### config.mk
export PLATFORM = sky130hd
export DESIGN_NAME = pcseq_core
export DESIGN_NICKNAME = d
export VERILOG_FILES = /design/src/rtl/pcseq_pkg.sv /design/src/rtl/pcseq_stack.sv /design/src/rtl/pcseq_next.sv /design/src/rtl/pcseq_core.sv
export SDC_FILE = /design/constraint.sdc
export NUM_CORES = 1
export LEC_CHECK = 0
export BUFFER_PORTS_ARGS = -buffer_cell sky130_fd_sc_hd__buf_2
export CAP_MARGIN = 20
export CORE_MARGIN = 2
export CORE_UTILIZATION = 55
export DETAILED_ROUTE_END_ITERATION = 10
export PLACE_DENSITY = 0.77
export SETUP_SLACK_MARGIN = 0.5
export SLEW_MARGIN = 0
export SYNTH_ARGS = -nofsm -noshare
export SYNTH_HDL_FRONTEND = slang
export SYNTH_HIERARCHICAL = 1
export SYNTH_SLANG_ARGS = --single-unit
### constraint.sdc
create_clock -name clk -period 2.9 [get_ports clk]
set_input_delay 0 -clock clk [delete_from_list [all_inputs] [get_ports clk]]
set_output_delay 0 -clock clk [all_outputs]
set_load 0.02 [all_outputs]
### src/rtl/pcseq_pkg.sv
package pcseq_pkg;
   typedef enum logic [1:0] {
      OP_STEP      = 2'd0,
      OP_RETURN    = 2'd1,
      OP_RETURN_IE = 2'd2,
      OP_TABLE     = 2'd3
   } op_e;
endpackage

### src/rtl/pcseq_stack.sv
module pcseq_stack #(
   parameter int W     = 11,
   parameter int DEPTH = 8,
   parameter bit RING  = 1'b0
) (
   input  logic         clk,
   input  logic         rst,
   input  logic         push,
   input  logic         pop,
   input  logic [W-1:0] din,
   output logic [W-1:0] top
);
   localparam int SP_W = $clog2(DEPTH);

   if (DEPTH < 2 || (DEPTH & (DEPTH - 1)) != 0) begin : g_bad_depth
      $error("pcseq_stack: DEPTH must be a power of two of at least 2");
   end

   if (RING) begin : g_ring
      logic [W-1:0] ent [DEPTH];
      always_ff @(posedge clk) begin
         if (rst) begin
            for (int i = 0; i < DEPTH; i++) ent[i] <= '0;
         end else if (push) begin
            ent[0] <= din;
            for (int i = 1; i < DEPTH; i++) ent[i] <= ent[i-1];
         end else if (pop) begin
            for (int i = 0; i < DEPTH - 1; i++) ent[i] <= ent[i+1];
            ent[DEPTH-1] <= ent[0];
         end
      end
      assign top = ent[0];
   end else begin : g_ptr
      logic [W-1:0]    mem [DEPTH];
      logic [SP_W-1:0] sp;
      logic [SP_W-1:0] sp_m1;
      assign sp_m1 = sp - 1'b1;
      always_ff @(posedge clk) begin
         if (rst) begin
            sp <= '0;
            for (int i = 0; i < DEPTH; i++) mem[i] <= '0;
         end else if (push) begin
            mem[sp] <= din;
            sp      <= sp + 1'b1;
         end else if (pop) begin
            sp <= sp_m1;
         end
      end
      assign top = mem[sp_m1];
   end

   AST_PUSH_POP_EXCL: assert property (@(posedge clk) disable iff (rst)
      !(push && pop));
endmodule

### src/rtl/pcseq_next.sv
module pcseq_next
   import pcseq_pkg::*;
#(
   parameter int PC_W  = 11,
   parameter int ACC_W = 8
) (
   input  logic [PC_W-1:0]  pc,
   input  logic             stall,
   input  logic             adv,
   input  logic [1:0]       op_class,
   input  logic             skip_req,
   input  logic [ACC_W-1:0] acc,
   input  logic             push_req,
   input  logic [PC_W-1:0]  stk_top,
   output logic [PC_W-1:0]  pc_d,
   output logic             stall_d,
   output logic             adv_d,
   output logic             set_ie,
   output logic             do_push,
   output logic             do_pop
);
   op_e op;
   assign op = op_e'(op_class);

   always_comb begin
      pc_d    = pc;
      stall_d = 1'b0;
      adv_d   = 1'b0;
      set_ie  = 1'b0;
      do_push = 1'b0;
      do_pop  = 1'b0;
      if (stall) begin
         if (adv) pc_d = pc + 1'b1;
      end else begin
         unique case (op)
            OP_STEP: begin
               do_push = push_req;
               pc_d    = pc + 1'b1;
               stall_d = skip_req;
               adv_d   = skip_req;
            end
            OP_RETURN, OP_RETURN_IE: begin
               do_pop  = 1'b1;
               pc_d    = stk_top;
               stall_d = 1'b1;
               set_ie  = (op == OP_RETURN_IE);
            end
            OP_TABLE: begin
               pc_d    = {pc[PC_W-1:ACC_W], pc[ACC_W-1:0] + acc};
               stall_d = 1'b1;
            end
            default: ;
         endcase
      end
   end
endmodule

### src/rtl/pcseq_core.sv
module pcseq_core
   import pcseq_pkg::*;
#(
   parameter int PC_W      = 11,
   parameter int ACC_W     = 8,
   parameter int STK_DEPTH = 8,
   parameter bit STK_RING  = 1'b0
) (
   input  logic             clk,
   input  logic             rst,
   input  logic [1:0]       op_class,
   input  logic             skip_req,
   input  logic [ACC_W-1:0] acc,
   input  logic             push_req,
   input  logic [PC_W-1:0]  push_addr,
   output logic [PC_W-1:0]  pc,
   output logic             int_en,
   output logic             stall
);
   if (ACC_W < 1 || ACC_W >= PC_W) begin : g_bad_width
      $error("pcseq_core: ACC_W must be below PC_W");
   end

   logic [PC_W-1:0] pc_q, pc_d, stk_top;
   logic            ie_q, stall_q, adv_q;
   logic            stall_d, adv_d, set_ie, do_push, do_pop;

   pcseq_next #(.PC_W(PC_W), .ACC_W(ACC_W)) u_next (
      .pc(pc_q), .stall(stall_q), .adv(adv_q), .op_class(op_class),
      .skip_req(skip_req), .acc(acc), .push_req(push_req), .stk_top(stk_top),
      .pc_d(pc_d), .stall_d(stall_d), .adv_d(adv_d), .set_ie(set_ie),
      .do_push(do_push), .do_pop(do_pop)
   );

   pcseq_stack #(.W(PC_W), .DEPTH(STK_DEPTH), .RING(STK_RING)) u_stk (
      .clk(clk), .rst(rst), .push(do_push), .pop(do_pop),
      .din(push_addr), .top(stk_top)
   );

   always_ff @(posedge clk) begin
      if (rst) begin
         pc_q    <= '0;
         ie_q    <= 1'b0;
         stall_q <= 1'b0;
         adv_q   <= 1'b0;
      end else begin
         pc_q    <= pc_d;
         stall_q <= stall_d;
         adv_q   <= adv_d;
         if (set_ie) ie_q <= 1'b1;
      end
   end

   assign pc     = pc_q;
   assign int_en = ie_q;
   assign stall  = stall_q;

   AST_STEP_INC: assert property (@(posedge clk) disable iff (rst)
      (!stall && op_class == OP_STEP && !skip_req) |=> (pc == $past(pc) + 1'b1) && !stall);
   AST_SKIP_STALL: assert property (@(posedge clk) disable iff (rst)
      (!stall && op_class == OP_STEP && skip_req) |=> stall);
   AST_RETURN_STALL: assert property (@(posedge clk) disable iff (rst)
      (!stall && (op_class == OP_RETURN || op_class == OP_RETURN_IE)) |=> stall);
   AST_IE_STICKY: assert property (@(posedge clk) disable iff (rst)
      int_en |=> int_en);
   AST_TABLE_HI: assert property (@(posedge clk) disable iff (rst)
      (!stall && op_class == OP_TABLE) |=> pc[PC_W-1:ACC_W] == $past(pc[PC_W-1:ACC_W]));
   AST_STALL_ONE: assert property (@(posedge clk) disable iff (rst)
      stall |=> !stall);
endmodule

==> run_results.csv <==
group,metric,value,unit
power,ir_drop,0.000302,V
power,power.leakage,2.47,nW
logic_synthesis,ys.flop_type,"edfxtp_1",
logic_synthesis,synth_top_area_share,45.9,%
clocking,cts_buffer_depth,2,
min_path,hold_path.class,"primary input to flip-flop",
global_routing,antenna_found_initial,0,
routing,drc,0,
sta,fin_skew,0.0172,ns
worst_setup_path,r2r_start,"u_stk/g_ptr.sp[1]",
worst_setup_path,reg2regPathDepth,9,
sta,fmax,0.445,GHz
clocking,htree_levels,3,
sta,final-max-slew-violation-count,0,
sta,fin_hold_ws,0.00906,ns
routing,vias,4055,
layout,stdcell_area,0.00636,mm2
job,max_cap_viol_count,0,
layout,ff_latch_area,0.00298,mm2
clocking,cts_tree,"done",
logic_synthesis,yosys_warnings,6,
min_path,hold_depth,2,
routing,ant_nets,0,
worst_setup_path,reg2reg_to,"pc[8]",
global_routing,track_usage,23.7,%
placed_design,dpl.hpwl,8910,um
clocking,post-cts-setup-buffers,0,
worst_setup_path,worstPathArrival,2.52,ns
min_path,hp-start,"push_addr[5]",
sta,period_share,77.5,%
logic_synthesis,async_reset_ff_share,0,%
worst_setup_path,crit_slowest_cell,"dfxtp_2",
layout,fin_util,62.1,%
placed_design,numPortBuffers,37,
logic_synthesis,syn_area,0.00576,mm2
layout,fin_nets,583,
floorplan,rows,37,
worst_setup_path,setup.worst_path.end_class,"flip-flop",
clocking,cts.reportedPaths.clkPinSlew,0.11,ns
floorplan,ios,38,
worst_setup_path,reg2reg_slack,0.65,ns
routing,drt-initial-drc-count,514,
sta,max_slew_margin,45.1,%
global_routing,grt_pass1_vias,3993,
placed_design,pre_cts_ws,0.522,ns
logic_synthesis,ys_seq_area_share,51.8,%
global_routing,grt_pass1_wl,20500,um
floorplan,start_util,56.3,%
routing,routed_via_density,5.93,
routing,drt-total-wl,13100,um
logic_synthesis,syn_nets,543,
worst_setup_path,cpPeakStageDelay,0.38,ns
layout,n_antenna_cell,0,
min_path,min_to,"u_stk/g_ptr.mem[2][5]",
logic_synthesis,synthCells,503,
clocking,clkSinkCount,105,
clocking,cts_buffers,9,
layout,multi_input_area,0.00259,mm2
floorplan,die_y,106,um
global_routing,overflow,0,
worst_setup_path,critical_path_buf_inv_count,2,
global_routing,grt_max_degree,29,
worst_setup_path,worstPathRequired,3.17,ns
layout,layout-drive-gt1-share,19.0,%
layout,fillerInstances,800,
sta,tightest_slew,0.822,ns
worst_setup_path,crit_fanout,23,
power,power_density,588,mW/mm2
worst_setup_path,crit_path_start_kind,"flip-flop",
logic_synthesis,ys_seq_elements,105,
placed_design,place_area,0.00608,mm2
logic_synthesis,yosysUniqueCellTypes,60,
logic_synthesis,ys_top_cells_by_area,"edfxtp_1, and2_1, mux2i_1, dfxtp_1, nand3_1",
routing,drt_first_pass_iters,6,
placed_design,dp.cells,661,
layout,fin_cells,684,
run_status,outcome,"finished clean",
placed_design,gp_congestion,0.859,
layout,area_delta_synth_final,10.3,%
routing,wire_per_inst,19.2,um
sta,setup_ws,0.651,ns
logic_synthesis,synth_area_leader_cell,"edfxtp_1",
sta,finalSetupViolations,0,
sta,fin_setup_tns,0,ns
logic_synthesis,synth_area_per_cell,11.5,um2
logic_synthesis,synth_edf_count,88,
worst_setup_path,path_cells,"inv_1, ha_4, buf_6, mux2i_1, nand3_1, and4_1, and3_1, a221o_1, and2b_1",
power,fin_total_pwr,3.74,mW
floorplan,core,0.0102,mm2
worst_setup_path,path_class,"flip-flop to flip-flop",
sta,finalHoldViolations,0,
clocking,clk_latency,0.38,ns
floorplan,die_area,0.0113,mm2
sta,rsz0062_at_grt,"no",
floorplan,die_x,106,um
sta,finalCriticalPeriod,2.25,ns
clocking,cts_root_buf,"clkbuf_8",
worst_setup_path,crit_family,"simple AND/OR/NAND/NOR gates",
cell usage after synthesis, drive strengths merged, types with 3 or more instances:
library cell / count
and2: 88
edfxtp: 88
nand3: 53
mux2i: 45
buf: 18
dfxtp: 17
nor2: 17
nor2b: 16
ha: 14
clkbuf: 13
a21oi: 11
and4: 11
o21ai: 11
nand2: 10
inv: 9
or2: 9
o211ai: 7
nor3: 6
xor2: 6
a221oi: 4
xnor2: 4
a21o: 3
nand2b: 3
nand3b: 3
nor4: 3
o31a: 3
power breakdown:
part | leakage (nW) | total, mW | switching, mW | internal (mW)
Clock | 0.0802 | 0.826 | 0.510 | 0.316
Combinational | 1.34 | 1.12 | 0.636 | 0.486
Sequential | 1.05 | 1.79 | 0.0804 | 1.71
flip-flops by register name (all words and copies together), names as in the netlist:
register	cells
pc	11
u_stk/g_ptr.sp	3
adv_q	1
u_stk/g_ptr.mem	88
stall	1
int_en	1
per-layer routing:
metal	up-vias	share of wire, %	track usage, %	wire, um
met5	-	0	0	0
met4	0	1.5	6.95	201
met3	20	5.7	4.72	743
met2	163	49	39.7	6440
met1	1969	44	31.4	5720
li1	1903	-	-	-
placed cells by master, fill, tap and decap left out, types with 5 or more instances in the layout:
cell	synthesis	final
a21oi_1	11	11
and2_1	77	77
and2_2	11	11
and4_1	11	11
buf_2	8	37
buf_4	6	14
clkbuf_8	0	9
dfxtp_1	17	16
dlygate4sd3_1	0	6
edfxtp_1	88	88
ha_1	14	13
inv_1	9	8
mux2i_1	45	43
nand2_1	10	10
nand3_1	53	53
nor2_1	13	13
nor2b_1	16	16
nor3_1	5	5
o211ai_1	7	7
o21ai_0	7	7
or2_2	8	8
xor2_1	6	6
how the worst max path moves through the flow:
| stage | cells past startpoint | to | start | slack (ns) |
|---|---|---|---|---|
| after global routing | 10 | pc[10] | u_stk/g_ptr.sp[1] | 0.49 |
| after CTS | 9 | pc[8] | u_stk/g_ptr.sp[1] | 0.50 |
| final | 9 | pc[8] | u_stk/g_ptr.sp[1] | 0.65 |
| after floorplan | 13 | pc[10] | u_stk/g_ptr.sp[0] | 0.52 |
| after global placement | 10 | pc[10] | u_stk/g_ptr.sp[1] | 0.58 |
| after detailed placement | 11 | pc[1] | u_stk/g_ptr.sp[1] | 0.52 |
layout make-up:
type	instances	share of cell area, %
clock buffers	10	2.01
repair buffers	60	6.40
multi-input cells	358	40.8
clock inverters	6	0.689
inverters	9	0.531
well taps	136	2.68
flip-flops and latches	105	46.9
kinds of logic after synthesis:
logic type	after synthesis	share of synthesized area, %
AOI/OAI and AO/OA	53	6.34
xor gates and xnor gates	10	1.52
adders and majority gates	15	3.39
buffers and inverters	40	3.71
DFF	105	51.8
muxes	47	8.21
and+or+nand+nor	233	25.1
what timing repair did:
item	CTS	global route
endpoints found under the hold margin	18	0
hold buffers	6	0
gates resized for setup	0	5
endpoints found under the setup margin	0	6
(Power assumes the default switching activity.)
